`src/rtl/rect_xfer_pkg.sv`:
```
package rect_xfer_pkg;
  typedef enum logic [2:0] {
    S_IDLE,
    S_WTAKE,
    S_WLO,
    S_WHI,
    S_RLO,
    S_RHI,
    S_RCAP,
    S_ROUT
  } lane_state_t;
endpackage

```
`src/rtl/rect_geom.sv`:
```
module rect_geom #(
  parameter int X_BITS = 10,
  parameter int Y_BITS = 9,
  parameter int WORD_W = 32
) (
  input  logic [WORD_W-1:0] pos_word,
  input  logic [WORD_W-1:0] size_word,
  output logic [X_BITS-1:0] x0,
  output logic [Y_BITS-1:0] y0,
  output logic [X_BITS:0]   width,
  output logic [Y_BITS:0]   height
);
  localparam int YOFF = WORD_W / 2;

  logic [X_BITS-1:0] w_m1;
  logic [Y_BITS-1:0] h_m1;
  logic unused_bits;

  always_comb begin
    x0     = pos_word[X_BITS-1:0];
    y0     = pos_word[YOFF +: Y_BITS];
    w_m1   = size_word[X_BITS-1:0] - 1'b1;
    h_m1   = size_word[YOFF +: Y_BITS] - 1'b1;
    width  = {1'b0, w_m1} + 1'b1;
    height = {1'b0, h_m1} + 1'b1;
  end

  assign unused_bits = ^{pos_word[WORD_W-1:YOFF+Y_BITS], pos_word[YOFF-1:X_BITS],
                         size_word[WORD_W-1:YOFF+Y_BITS], size_word[YOFF-1:X_BITS]};
endmodule

```
`src/rtl/rect_walker.sv`:
```
module rect_walker #(
  parameter int X_BITS = 10,
  parameter int Y_BITS = 9
) (
  input  logic                     clk,
  input  logic                     rst_n,
  input  logic                     load,
  input  logic [X_BITS-1:0]        x0,
  input  logic [Y_BITS-1:0]        y0,
  input  logic [X_BITS:0]          width,
  input  logic [Y_BITS:0]          height,
  input  logic                     step,
  output logic [X_BITS+Y_BITS-1:0] addr,
  output logic                     last
);
  localparam logic [X_BITS:0] ONE_COL = 1;
  localparam logic [Y_BITS:0] ONE_ROW = 1;

  logic [X_BITS-1:0] x0_q;
  logic [X_BITS-1:0] col_q;
  logic [X_BITS:0]   w_q;
  logic [Y_BITS-1:0] y_q;
  logic [Y_BITS:0]   rows_q;
  logic              row_end;
  logic [X_BITS-1:0] x_cur;

  always_comb begin
    row_end = ({1'b0, col_q} == (w_q - ONE_COL));
    last    = row_end && (rows_q == ONE_ROW);
    x_cur   = x0_q + col_q;
    addr    = {y_q, x_cur};
  end

  always_ff @(posedge clk or negedge rst_n) begin
    if (!rst_n) begin
      x0_q   <= '0;
      col_q  <= '0;
      w_q    <= ONE_COL;
      y_q    <= '0;
      rows_q <= '0;
    end else if (load) begin
      x0_q   <= x0;
      col_q  <= '0;
      w_q    <= width;
      y_q    <= y0;
      rows_q <= height;
    end else if (step) begin
      if (row_end) begin
        col_q  <= '0;
        y_q    <= y_q + 1'b1;
        rows_q <= rows_q - ONE_ROW;
      end else begin
        col_q <= col_q + 1'b1;
      end
    end
  end

  // the column offset never leaves the row while rows remain
  assert_col_in_row_R4: assert property (@(posedge clk) disable iff (!rst_n)
    (rows_q != '0) |-> ({1'b0, col_q} < w_q));

  // no pixel is stepped past the end of the rectangle
  assert_step_in_rect_R4: assert property (@(posedge clk) disable iff (!rst_n)
    (step && !load) |-> (rows_q != '0));
endmodule

```
`src/rtl/rect_lane_ctrl.sv`:
```
module rect_lane_ctrl
  import rect_xfer_pkg::*;
#(
  parameter int PIX_W = 16
) (
  input  logic               clk,
  input  logic               rst_n,
  input  logic               start,
  input  logic               start_dir,
  input  logic               walk_last,
  input  logic               mask_force,
  input  logic               in_valid,
  output logic               in_ready,
  input  logic [2*PIX_W-1:0] in_data,
  output logic               out_valid,
  input  logic               out_ready,
  output logic [2*PIX_W-1:0] out_data,
  input  logic [PIX_W-1:0]   mem_rdata,
  output logic [PIX_W-1:0]   mem_wdata,
  output logic               mem_we,
  output logic               step,
  output logic               busy,
  output logic               data_ready,
  output logic               done
);
  localparam int WORD_W = 2 * PIX_W;

  lane_state_t       state_q;
  logic              dir_q;
  logic              lo_last_q;
  logic              fin_q;
  logic              done_q;
  logic [WORD_W-1:0] word_q;
  logic [PIX_W-1:0]  mask_bits;

  always_comb begin
    mask_bits  = {mask_force, {(PIX_W-1){1'b0}}};
    mem_we     = (state_q == S_WLO) || (state_q == S_WHI);
    mem_wdata  = ((state_q == S_WHI) ? word_q[WORD_W-1:PIX_W] : word_q[PIX_W-1:0]) | mask_bits;
    step       = mem_we || (state_q == S_RLO) || ((state_q == S_RHI) && !lo_last_q);
    in_ready   = (state_q == S_WTAKE);
    out_valid  = (state_q == S_ROUT);
    out_data   = word_q;
    busy       = (state_q != S_IDLE);
    data_ready = busy && dir_q;
    done       = done_q;
  end

  always_ff @(posedge clk or negedge rst_n) begin
    if (!rst_n) begin
      state_q   <= S_IDLE;
      dir_q     <= 1'b0;
      lo_last_q <= 1'b0;
      fin_q     <= 1'b0;
      done_q    <= 1'b0;
      word_q    <= '0;
    end else begin
      done_q <= 1'b0;
      if (start) begin
        dir_q   <= start_dir;
        fin_q   <= 1'b0;
        state_q <= start_dir ? S_RLO : S_WTAKE;
      end else begin
        case (state_q)
          S_WTAKE: if (in_valid) begin
            word_q  <= in_data;
            state_q <= S_WLO;
          end
          S_WLO: begin
            state_q <= walk_last ? S_IDLE : S_WHI;
            done_q  <= walk_last;
          end
          S_WHI: begin
            state_q <= walk_last ? S_IDLE : S_WTAKE;
            done_q  <= walk_last;
          end
          S_RLO: begin
            lo_last_q <= walk_last;
            state_q   <= S_RHI;
          end
          S_RHI: begin
            word_q[PIX_W-1:0] <= mem_rdata;
            if (lo_last_q) begin
              word_q[WORD_W-1:PIX_W] <= '0;
              fin_q   <= 1'b1;
              state_q <= S_ROUT;
            end else begin
              fin_q   <= walk_last;
              state_q <= S_RCAP;
            end
          end
          S_RCAP: begin
            word_q[WORD_W-1:PIX_W] <= mem_rdata;
            state_q <= S_ROUT;
          end
          S_ROUT: if (out_ready) begin
            state_q <= fin_q ? S_IDLE : S_RLO;
            done_q  <= fin_q;
          end
          default: state_q <= S_IDLE;
        endcase
      end
    end
  end

  // an awaited input word stays awaited until it arrives
  assert_ready_held_R6: assert property (@(posedge clk) disable iff (!rst_n)
    (in_ready && !in_valid && !start) |=> in_ready);

  // an offered output word is held stable until accepted
  assert_out_stable_R7: assert property (@(posedge clk) disable iff (!rst_n)
    (out_valid && !out_ready && !start) |=> (out_valid && $stable(out_data)));

  // a read transfer never writes memory
  assert_read_no_write_R9: assert property (@(posedge clk) disable iff (!rst_n)
    data_ready |-> !mem_we);

  // completion pulse coincides with the return to idle
  assert_done_idle_R11: assert property (@(posedge clk) disable iff (!rst_n)
    done |-> !busy);

  // the pulse lasts exactly one cycle
  assert_done_single_R11: assert property (@(posedge clk) disable iff (!rst_n)
    done |=> !done);
endmodule

```
`src/rtl/rect_xfer_seq.sv`:
```
module rect_xfer_seq #(
  parameter int X_BITS = 10,
  parameter int Y_BITS = 9,
  parameter int PIX_W  = 16,
  localparam int WORD_W = 2 * PIX_W,
  localparam int AW     = X_BITS + Y_BITS
) (
  input  logic              clk,
  input  logic              rst_n,
  input  logic              start,
  input  logic              start_dir,
  input  logic [WORD_W-1:0] start_pos,
  input  logic [WORD_W-1:0] start_size,
  input  logic              mask_force,
  input  logic              in_valid,
  output logic              in_ready,
  input  logic [WORD_W-1:0] in_data,
  output logic              out_valid,
  input  logic              out_ready,
  output logic [WORD_W-1:0] out_data,
  output logic              busy,
  output logic              data_ready,
  output logic              done,
  output logic [AW-1:0]     mem_addr,
  output logic [PIX_W-1:0]  mem_wdata,
  output logic              mem_we,
  input  logic [PIX_W-1:0]  mem_rdata
);
  logic [X_BITS-1:0] g_x0;
  logic [Y_BITS-1:0] g_y0;
  logic [X_BITS:0]   g_w;
  logic [Y_BITS:0]   g_h;
  logic              walk_step;
  logic              walk_last;

  rect_geom #(.X_BITS(X_BITS), .Y_BITS(Y_BITS), .WORD_W(WORD_W)) u_geom (
    .pos_word  (start_pos),
    .size_word (start_size),
    .x0        (g_x0),
    .y0        (g_y0),
    .width     (g_w),
    .height    (g_h)
  );

  rect_walker #(.X_BITS(X_BITS), .Y_BITS(Y_BITS)) u_walk (
    .clk    (clk),
    .rst_n  (rst_n),
    .load   (start),
    .x0     (g_x0),
    .y0     (g_y0),
    .width  (g_w),
    .height (g_h),
    .step   (walk_step),
    .addr   (mem_addr),
    .last   (walk_last)
  );

  rect_lane_ctrl #(.PIX_W(PIX_W)) u_lane (
    .clk        (clk),
    .rst_n      (rst_n),
    .start      (start),
    .start_dir  (start_dir),
    .walk_last  (walk_last),
    .mask_force (mask_force),
    .in_valid   (in_valid),
    .in_ready   (in_ready),
    .in_data    (in_data),
    .out_valid  (out_valid),
    .out_ready  (out_ready),
    .out_data   (out_data),
    .mem_rdata  (mem_rdata),
    .mem_wdata  (mem_wdata),
    .mem_we     (mem_we),
    .step       (walk_step),
    .busy       (busy),
    .data_ready (data_ready),
    .done       (done)
  );

  // forced mask bit appears on every memory write
  assert_mask_forced_R5: assert property (@(posedge clk) disable iff (!rst_n)
    (mask_force && mem_we) |-> mem_wdata[PIX_W-1]);

  // no memory write and no stream activity while idle
  assert_idle_quiet_R12: assert property (@(posedge clk) disable iff (!rst_n)
    !busy |-> (!mem_we && !in_ready && !out_valid));
endmodule

```
`config.mk`:
```
export PLATFORM = sky130hd
export DESIGN_NAME = rect_xfer_seq
export DESIGN_NICKNAME = d
export VERILOG_FILES = /design/src/rtl/rect_xfer_pkg.sv /design/src/rtl/rect_geom.sv /design/src/rtl/rect_walker.sv /design/src/rtl/rect_lane_ctrl.sv /design/src/rtl/rect_xfer_seq.sv
export SDC_FILE = /design/constraint.sdc
export NUM_CORES = 1
export LEC_CHECK = 0
export CAP_MARGIN = 15
export CORE_MARGIN = 3
export CORE_UTILIZATION = 40
export DETAILED_ROUTE_END_ITERATION = 7
export DONT_BUFFER_PORTS = 1
export GPL_TIMING_DRIVEN = 0
export MAX_ROUTING_LAYER = met4
export SLEW_MARGIN = 25
export SYNTH_ARGS = -nofsm -noshare
export SYNTH_HDL_FRONTEND = slang
export SYNTH_SLANG_ARGS = --single-unit
```
`constraint.sdc`:
```
create_clock -name clk -period 8.36 [get_ports clk]
set_clock_uncertainty 0.1 [all_clocks]
set_input_delay 1.254 -clock clk [delete_from_list [all_inputs] [get_ports clk]]
set_output_delay 1.254 -clock clk [all_outputs]
set_load 0.02 [all_outputs]
```
Word-level counts from Yosys, hierarchy flattened
Cells that the tools add are included.
{ "word_totals": {"inputBits": 119, "reg_bits": 89, "output_inout_bits": 73, "wordCells": 84} }
{ "classes": {"bitwise_logic": 2, "eq_ne": 13, "n_addsub": 9, "muxes": 29, "reduce_logical": 19} }
{ "op_table": {"columns": ["cell", "n"], "rows": [
  ["10-bit two-way mux", 6],
  ["16-bit case mux with 3 select lines", 1],
  ["16-bit two-way mux", 2],
  ["32-bit two-way mux", 1],
  ["16-bit case mux with 2 select lines", 1],
  ["9-bit two-way mux", 3],
  ["3-bit case mux with 7 select lines", 1],
  ["10-bit by 1-bit subtractor with 10-bit output (second input constant)", 2],
  ["16-bit bitwise OR", 1],
  ["3-bit two-way mux", 5],
  ["3-bit equality test (second input constant)", 4],
  ["10-bit by 1-bit adder with 11-bit output (second input constant)", 1],
  ["10-bit by 11-bit equality test with 1-bit output", 1],
  ["11-bit by 1-bit subtractor with 11-bit output (second input constant)", 1],
  ["10-bit by 1-bit adder with 10-bit output (second input constant)", 1],
  ["10-bit adder", 1],
  ["9-bit by 1-bit adder with 10-bit output (second input constant)", 1],
  ["10-bit by 1-bit equality test with 1-bit output (second input constant)", 1],
  ["9-bit by 1-bit adder with 9-bit output (second input constant)", 1],
  ["9-bit by 1-bit subtractor with 9-bit output (second input constant)", 1],
  ["2-bit nonzero test", 4],
  ["1-bit two-way mux", 7],
  ["3-bit by 2-bit equality test with 1-bit output (second input constant)", 2],
  ["2-bit AND reduction", 3],
  ["other kinds (15)", 20]
]} }

Depth between registers and ports, before layout
Gate-level depths: netlist of the first run.
{ "logic_depth": {"depth_word": 6, "mapped_depth": 10} }

Modules after synthesis
From an unflattened synthesis of the first run, not the netlist that was laid out.
{ "unflattened": {"hier_cells": 719, "area_unflattened_um2": 6596.3} }
{ "modules_own_cells": {"columns": ["mod", "area_each_um2", "seq_area_each_um2", "cells_each", "instances"], "rows": [
  ["rect_walker", 3243.1, 1252.5, 347, 1],
  ["rect_lane_ctrl", 2339.7, 975.9, 233, 1],
  ["rect_geom", 1013.5, 0.0, 139, 1]
]} }

Least setup slack after synthesis of the first run
OpenSTA, ideal clock, no wires.
{ "synth_timing": {"path_type": "register -> output", "startpoint": "register u_walk.col_q[1]", "endpoint": "output mem_addr[9]", "path_buffers": 0, "arrival_time_ps": 2075, "t_required_ps": 7006, "slack_ps": 4931, "stages_incl_launch_ff": 9, "cell_sequence": "dfrtp_1 > ha_1 > a21o_1 > a21oi_1 > nor2b_1 > o21ai_0 > a211o_1 > nor2_1 > a211oi_1"} }
{ "synth_between": {"elab_chain_cells": 1} }
{ "synth_rtl": {"columns": ["item", "line_no", "text"], "rows": [
  ["from (decl)", "rect_walker.sv:20", "logic [X_BITS-1:0] col_q;"],
  ["from (signal assigned)", "rect_walker.sv:53", "col_q <= col_q + 1'b1;"],
  ["10-bit adder", "rect_walker.sv:30", "x_cur = x0_q + col_q;"],
  ["to (decl)", "rect_xfer_seq.sv:24", "output logic [AW-1:0] mem_addr,"]
]} }
No other way between the ends.

Worst setup path after layout of the first run
{ "layout_timing": {"startpoint": "register u_lane.state_q[1]", "endpoint": "output mem_wdata[15]"} }
{ "layout_between": {"elab_chain_cells": 3} }
{ "layout_rtl": {"columns": ["item", "line_no", "text"], "rows": [
  ["from (decl)", "rect_lane_ctrl.sv:28", "lane_state_t state_q;"],
  ["from (signal assigned)", "rect_lane_ctrl.sv:62", "state_q <= start_dir ? S_RLO : S_WTAKE;"],
  ["from (signal assigned)", "rect_lane_ctrl.sv:70", "state_q <= walk_last ? S_IDLE : S_WHI;"],
  ["from (signal assigned)", "rect_lane_ctrl.sv:74", "state_q <= walk_last ? S_IDLE : S_WTAKE;"],
  ["3-bit by 2-bit equality test with 1-bit output", "rect_lane_ctrl.sv:39", "mem_wdata = ((state_q == S_WHI) ? word_q[WORD_W-1:PIX_W] : word_q[PIX_W-1:0]) | mask_bits;"],
  ["16-bit two-way mux", "rect_lane_ctrl.sv:39", null],
  ["16-bit bitwise OR", "rect_lane_ctrl.sv:39", null],
  ["to (decl)", "rect_xfer_seq.sv:25", "output logic [PIX_W-1:0] mem_wdata,"]
]} }
No other way between the ends.

==> results.toml, run 1 <==
[worst_hold_path]
hold_start = "u_walk.x0_q[8]"
holdPathEnd = "u_walk.x0_q[8]"
hold_class = "reg -> reg"
min_path_cells = 1

[critical_path]
path_common_cell = "clkbuf_1"
worstPathMaxFanout = 10
crit_chain = "clkbuf_1 > nor2b_1 > clkbuf_1 > nand2_1 > clkbuf_1 > a211o_1"
critPathTopFamily = "buffers and inverters"
reg2reg_depth = 10
cp-startpoint = "u_lane.state_q[1]"
required_ps = 7010
worst-path-buf-inv = 3
start_kind = "register"
worst_setup_path_end_kind = "output pin"
slowest_stage = "clkbuf_1"
max_stage_delay_ps = 500
crit_type = "reg -> out"
r2r_end = "u_walk.rows_q[7]"
r2r-start = "u_walk.w_q[0]"
crit_arrival_ps = 2820
r2r_slack_ps = 4910

[finish]
layout_common_cells = "88 x dfrtp_1, 62 x nand2_1, 48 x nor2_1"
syn_to_final_growth_pct = 8.52
post-route-util_pct = 44.5
final_nets = 816
n_antenna_cell = 0
drive_gt1_share_pct = 8.63
stdcell_area_sq_um = 6490
multi_input_area_sq_um = 3530
seqCellArea_sq_um = 2230
fill_cells = 1414
fin_cells = 868
final_common_cell = "dfrtp_1"

[timing]
tns_ps = 0
hold_ws_ps = 409
tightest_slew_ps = 959
drv_slew = 0
period_share_pct = 50.0
rsz0062_at_grt = "false"
period_needed_ps = 4180
hold_viol = 0
slew_headroom_pct = 35.6
max_freq_mhz = 239
setup_viol = 0

[global_route]
grtUsageTotal_pct = 20.3
antenna_found_initial = 0
gr-total-overflow = 0
grt_pass1_wl_um = 26000
grt_max_degree = 90
grt_pass1_vias = 5076

[clocking]
numCtsBuffers = 9
ctsResizeCount = 0
clockBufferDepth = 2
clk_pin_slew_ps = 70
cts.sinks = 89
cts_hold_buf = 0
tritoncts = "built"
htree_levels = 3
insertion_delay_ps = 340
root_buffer = "clkbuf_16"
cts_setup_buffers = 0

[logic_synthesis]
synth_top_family_by_area = "simple AND/OR/NAND/NOR gates"
synth_edf_count = 0
synth_fa_ha_area_share_pct = 3.68
synthMuxAreaShare_pct = 9.86
netlist_instances = 669
ys_ff_latch = 89
ys_types = 61
synth-compound-area-share_pct = 15.8
synth_fp_nets = 805
netlist_area_sq_um = 5980
yosys.area_share.simple_pct = 22.4
synth-xor-area-share_pct = 7.18
avgSynthCellArea_sq_um = 8.94
synthFlopType = "dfrtp_1"
synthArstFlopShare_pct = 100
ys_seq_area_share_pct = 37.3
yosys_warnings = 0

[drt]
wl_per_cell_um = 18.9
wl_um = 16400
drtIter0Drc = 352
drt-pass1-iter-count = 5
vias = 5124
viasPerCell = 5.90
route.antenna.remaining_nets = 0
drc = 0

[placement]
placed_cell_area_sq_um = 6210
place_congestion = 0.891
dpl.hpwl_um = 12500
place_inst = 853
io_buffers = 0

[floorplan]
die_h_um = 128
io_pins = 192
die_width_um = 128
core_sq_um = 14600
dieArea_sq_um = 16400
num_rows = 44
initial_utilization_pct = 41.0

[power]
max-vdd-ir-drop_uv = 184
power_leakage_nw = 2.70
powerDensity_nw_per_um2 = 226

[status]
status = "complete, no violations"

[job]
drv_cap = 0
[worst max path at each step]
stage,cells after the start,to
floorplan,8,mem_addr[9]
global placement,6,mem_wdata[15]
detailed placement,6,mem_wdata[15]
CTS,6,mem_wdata[15]
global route,6,mem_wdata[15]
finish,6,mem_wdata[15]
[layer usage]
metal	wire length, um	part of all wire, %	up-vias	GRT usage [%]
met5	0	0	-	-
met4	300	1.8	0	5.18
met3	992	6.1	18	5.58
met2	7890	48	149	31.2
met1	7200	44	2502	26.5
li1	-	-	2455	-
[flip-flops by register name (all words and copies together) (netlist names)]
signal,count
u_walk.x0_q,10
u_lane.done,1
u_walk.col_q,10
u_walk.w_q,11
u_walk.rows_q,10
u_lane.fin_q,1
u_lane.dir_q,1
u_lane.lo_last_q,1
u_lane.out_data,32
u_lane.state_q,3
u_walk.y_q,9
[synthesized netlist by cell type, types with 10 or more instances]
cell	count	area, sq um
dfrtp_1	88	2200
nand2_1	62	233
nor2_1	48	180
a21oi_1	34	170
clkbuf_1	33	124
o21ai_0	33	165
mux2_2	31	349
xnor2_1	29	254
nor3_1	27	135
mux2i_1	24	240
nand3_1	24	120
a22oi_1	20	150
inv_1	20	75.1
xor2_1	20	175
ha_1	16	200
nor2b_1	16	100
or3_1	14	87.6
o21ai_1	10	50.1
[where the power goes]
part | total [mW] | switching (mW) | leakage (nW) | internal [mW]
Sequential | 0.709 | 0.188 | 1.07 | 0.521
Combinational | 0.376 | 0.231 | 1.49 | 0.144
Clock | 0.380 | 0.164 | 0.136 | 0.216
Total | 1.46 | 0.583 | 2.70 | 0.882
[cell type report]
type,instances,share of cell area (%)
clock inverter,2,0.212
clock buffer,13,4.01
multi-input combinational,523,54.4
buffer,37,2.31
tap,184,3.55
sequential,89,34.3
inverter,20,1.16
[logic make-up (layout without fill, tap and decap cells)]
kind of cell               Yosys count  in the layout
buffers and inverters               57             72
adders and majority gates           17             17
AOI/OAI and AO/OA                  147            147
xor gates and xnor gates            49             49
and+or+nand+nor                    255            255
DFF                                 89             89
muxes                               55             55
[per-stage QoR]
stage / power (mW) / setup WS, ps
3_3_place_gp: 1.08 / 4610
2_1_floorplan: 0.995 / 4930
5_1_grt: 1.55 / 3930
3_5_place_dp: 1.09 / 4530
4_1_cts: 1.48 / 4140
6_report: 1.46 / 4180
(Power assumes the default switching activity.)
==> inputs of run 2 (changes only) <==
ABC_AREA = 1   (was unset)
clock period = 3.9 ns   (was 8.36 ns; I/O delays follow)
==> results.toml, run 2 <==
[timing]
setup_ws_ps = 650
max_freq_mhz = 308
period_needed_ps = 3250
drv_slew = 0
period_share_pct = 83.3
setup_viol = 0
hold_viol = 0
tightest_slew_ps = 729
tns_ps = 0
rsz0062_at_grt = "false"
slew_headroom_pct = 51.2

[finish]
layout_common_cells = "228 x nand2_1, 103 x inv_1, 92 x nor2_1"
fin_cells = 1116
drive_gt1_share_pct = 7.18
final_nets = 1036
syn_to_final_growth_pct = 10.2
seqCellArea_sq_um = 2230
post-route-util_pct = 45.1
fill_cells = 1560
largest_reg_flops = 32
final_common_cell = "nand2_1"
multi_input_area_sq_um = 3450
n_antenna_cell = 0

[worst_hold_path]
hold_class = "in -> async"

[drt]
viasPerCell = 5.16
drtIter0Drc = 303
drc = 0
route.antenna.remaining_nets = 0
wl_per_cell_um = 15.7
drt-pass1-iter-count = 5
wl_um = 17600
vias = 5754

[clocking]
insertion_delay_ps = 340
cts_setup_buffers = 0
numCtsBuffers = 9
root_buffer = "clkbuf_16"
tritoncts = "built"
clockBufferDepth = 2
cts.sinks = 89
clk_pin_slew_ps = 70
htree_levels = 3

[power]
power_leakage_nw = 3.40
power_mw = 3.90
p_int_mw = 2.21
pwr-share-seq_pct = 43.4
max-vdd-ir-drop_uv = 207
powerDensity_nw_per_um2 = 566
combPwrFrac_pct = 30.6
switching_share_pct = 43.2
p_sw_mw = 1.68
clkPwrFrac_pct = 26.0

[logic_synthesis]
ys_types = 45
netlist_area_sq_um = 6240
yosysTopAreaCell = "dfrtp_1"
synth_top_family_by_area = "simple AND/OR/NAND/NOR gates"
synth_edf_count = 0
synth_common_cells = "228 x nand2_1, 103 x inv_1, 92 x nor2_1, 88 x dfrtp_1, 74 x nand3_1"
synth_fa_ha_area_share_pct = 3.53
yosysMostFrequentCell = "nand2_1"
avgSynthCellArea_sq_um = 7.03
ys_ff_latch = 89
ys_seq_area_share_pct = 35.7
synth-xor-area-share_pct = 5.47
netlist_instances = 888
synthArstFlopShare_pct = 100
yosys_warnings = 0
yosys.area_share.simple_pct = 31.1
synth-compound-area-share_pct = 13.0
synthMuxAreaShare_pct = 2.12
synthFlopType = "dfrtp_1"
synthTopCellsByArea = "dfrtp_1 35%, nand2_1 14%, inv_1 6.2%"
synth_fp_nets = 1024
synth_top_area_share_pct = 35.3

[critical_path]
crit_type = "reg -> out"
path_common_cell = "nand2_1"
worst-path-buf-inv = 1
critPathTopFamily = "adder cells"
worst_setup_path_end_kind = "output pin"
max_stage_delay_ps = 460
start_kind = "register"
worstPathMaxFanout = 5
crit_chain = "ha_1 > inv_1 > fa_1 > o21ai_0 > nand2_1 > nand2_1 > a21oi_1 > nor2_1 > o21ai_0 > nand2_1 > nand2_1 > nand2_1"
required_ps = 3210
crit_arrival_ps = 2560
slowest_stage = "dfrtp_1"
r2r_slack_ps = 1500

[floorplan]
die_h_um = 131
num_rows = 45
dieArea_sq_um = 17100
die_width_um = 131
io_pins = 192
core_sq_um = 15300
initial_utilization_pct = 40.9

[placement]
dpl.hpwl_um = 13400
place_congestion = 0.890
io_buffers = 0
place_inst = 1099
pre_cts_slack_ps = 982

[global_route]
gr-total-overflow = 0
grtUsageTotal_pct = 20.4
antenna_found_initial = 0
grt_pass1_vias = 5370
gr-usage-met3_pct = 3.54
grt_pass1_wl_um = 26900
globalRouteMet2Util_pct = 33.3
grt.busiest_layer = "met2"
grtUsageMet1_pct = 25.8
grt_max_degree = 90

[status]
status = "complete, no violations"

[job]
drv_cap = 0
-- run 2: final cells by class --
type	count	share of cell area (%)
plain buffers	32	2.35
well taps	211	3.84
flip-flops and latches	89	32.4
multi-input cells	660	50.2
inverters	107	5.84
clock inverters	7	1.73
clock buffers	9	3.27
repair buffers	1	0.400
-- run 2: what timing repair did --
action                                 in CTS  in global routing
hold buffers                                1                  0
endpoints found under the hold margin      89                  0
resized for setup                           0                  0
-- run 2: through the flow --
stage               area (sq um)  hold WS [ps]
CTS                         6880          83.4
global placement            6510           194
finish                      6880          47.6
floorplan                   6240           189
detailed placement          6510           193
global route                6880          76.5
-- run 2: kinds of logic (layout without fill, tap and decap cells) --
| family | Yosys count | count (layout) |
|---|---|---|
| buf+inv | 139 | 156 |
| xor+xnor | 39 | 39 |
| mux | 12 | 12 |
| flops | 89 | 89 |
| fa+ha+maj | 17 | 17 |
| simple gates | 450 | 450 |
| compound gates | 142 | 142 |
-- run 2: power by group through the flow --
stage	Combinational (mW)	Clock [mW]	Sequential [mW]
2_1_floorplan	0.978	0	1.62
3_3_place_gp	1.16	0	1.71
3_5_place_dp	1.17	0	1.71
4_1_cts	1.20	1.03	1.69
5_1_grt	1.36	1.06	1.74
6_report	1.19	1.01	1.69
-- run 2: path summary, 6_finish.rpt --
path                               endpoint  cells after the start       startpoint
max in group asynchronous     u_walk.w_q[0]                      1            rst_n
min in group clk             u_walk.x0_q[7]                      2     start_pos[7]
min                         u_walk.col_q[4]                      1            rst_n
min reg2reg                  u_walk.x0_q[6]                      2   u_walk.x0_q[6]
max                             mem_addr[8]                     12  u_walk.col_q[0]
max reg2reg                u_walk.rows_q[0]                     14    u_walk.w_q[0]
-- run 2: per-layer routing --
| layer | vias up | wire, um |
|---|---|---|
| li1 | 2924 | - |
| met1 | 2646 | 7950 |
| met2 | 163 | 8260 |
| met3 | 21 | 1070 |
| met4 | 0 | 291 |
| met5 | - | 0 |
==> inputs of run 3 (changes only) <==
clock period = 3 ns   (was 3.9 ns; I/O delays follow)
==> results.toml, run 3 (synthesized netlist as in run 2, its figures left out) <==
[clocking]
root_buffer = "clkbuf_16"
cts_setup_buffers = 0
clockBufferDepth = 2
cts.sinks = 89
htree_levels = 3
clk_pin_slew_ps = 70
tritoncts = "built"
insertion_delay_ps = 340
numCtsBuffers = 9

[status]
status = "complete, no violations"

[finish]
final_common_cell = "nand2_1"
fill_cells = 1554
final_nets = 1037
syn_to_final_growth_pct = 10.6
drive_gt1_share_pct = 7.73
layout_common_cells = "227 x nand2_1, 103 x inv_1, 92 x nor2_1"
seqCellArea_sq_um = 2230
multi_input_area_sq_um = 3470
largest_reg_flops = 32
post-route-util_pct = 45.2
n_antenna_cell = 0

[global_route]
antenna_found_initial = 0
grt_pass1_vias = 5376
grt_pass1_wl_um = 27000
grtUsageTotal_pct = 20.4
gr-total-overflow = 0
grt_max_degree = 90

[timing]
max_freq_mhz = 351
period_needed_ps = 2850
tns_ps = 0
setup_viol = 0
period_share_pct = 94.9
rsz0062_at_grt = "false"
slew_headroom_pct = 51.7
tightest_slew_ps = 716
hold_viol = 0
drv_slew = 0

[critical_path]
worstPathMaxFanout = 5
slowest_stage = "dfrtp_2"
crit_arrival_ps = 2300
start_kind = "register"
crit_type = "reg -> out"
crit_chain = "ha_2 > inv_1 > fa_1 > o21ai_2 > nand2_1 > nand2_1 > a21oi_2 > xor2_1"
max_stage_delay_ps = 430
critPathTopFamily = "adder cells"
worst-path-buf-inv = 1
worst_setup_path_end_kind = "output pin"
path_common_cell = "nand2_1"
required_ps = 2450
r2r_slack_ps = 600

[drt]
drt-pass1-iter-count = 5
route.antenna.remaining_nets = 0
wl_per_cell_um = 15.7
viasPerCell = 5.18
drtIter0Drc = 316
drc = 0
wl_um = 17600
vias = 5788

[job]
drv_cap = 0

[placement]
place_congestion = 0.890
dpl.hpwl_um = 13400
io_buffers = 0

[power]
power_mw = 5.07
max-vdd-ir-drop_uv = 269
power_leakage_nw = 3.41
powerDensity_nw_per_um2 = 735

[worst_hold_path]
hold_class = "in -> reg"

[floorplan]
initial_utilization_pct = 40.9
die_h_um = 131
dieArea_sq_um = 17100
num_rows = 45
die_width_um = 131
core_sq_um = 15300
io_pins = 192
## run 3: path summary, 6_finish.rpt
kind	from	to	cells after the start
max	u_walk.col_q[0]	mem_addr[6]	8
min	start_size[0]	u_walk.w_q[0]	2
max reg2reg	u_walk.w_q[0]	u_walk.rows_q[0]	14
min reg2reg	u_walk.x0_q[6]	u_walk.x0_q[6]	2
max in group asynchronous	rst_n	u_walk.w_q[0]	2
min in group asynchronous	rst_n	u_walk.col_q[4]	2
## run 3: report_power, final
group	internal (mW)	switching, mW	total [mW]
clock network	0.815	0.502	1.32
logic	0.530	1.03	1.56
registers	1.54	0.665	2.20
total	2.88	2.19	5.07
## run 3: stage by stage
step,worst slack [ps],hold WS [ps],std cells,area [sq um]
finish,153,122,1117,6900
global route,7.19,122,1117,6900
CTS,1.96,109,1117,6890
detailed placement,217,57.6,1099,6510
global placement,227,58.8,1099,6510
floorplan,551,54.4,888,6240
## run 3: repair_timing
item	in CTS	in global routing
endpoints found under the hold margin	89	0
endpoints found under the setup margin	2	2
resized for setup	2	5
hold buffers	2	0
## run 3: layout make-up
type	instances	share of cell area [%]
Multi-Input combinational cell	660	50.2
Sequential cell	89	32.3
Inverter	107	5.82
Tap cell	211	3.82
Clock buffer	9	3.26
Buffer	32	2.34
Clock inverter	7	1.72
Timing Repair Buffer	2	0.544
## run 3: metal layers
layer / up-vias / part of all wire (%) / routed length [um] / global-route usage (%)
met4: 0 / 1.7 / 291 / 6.65
met3: 21 / 5.9 / 1040 / 3.29
met2: 170 / 47 / 8270 / 33.3
li1: 2929 / - / - / -
met5: - / 0 / 0 / -
met1: 2668 / 45 / 7980 / 26.0
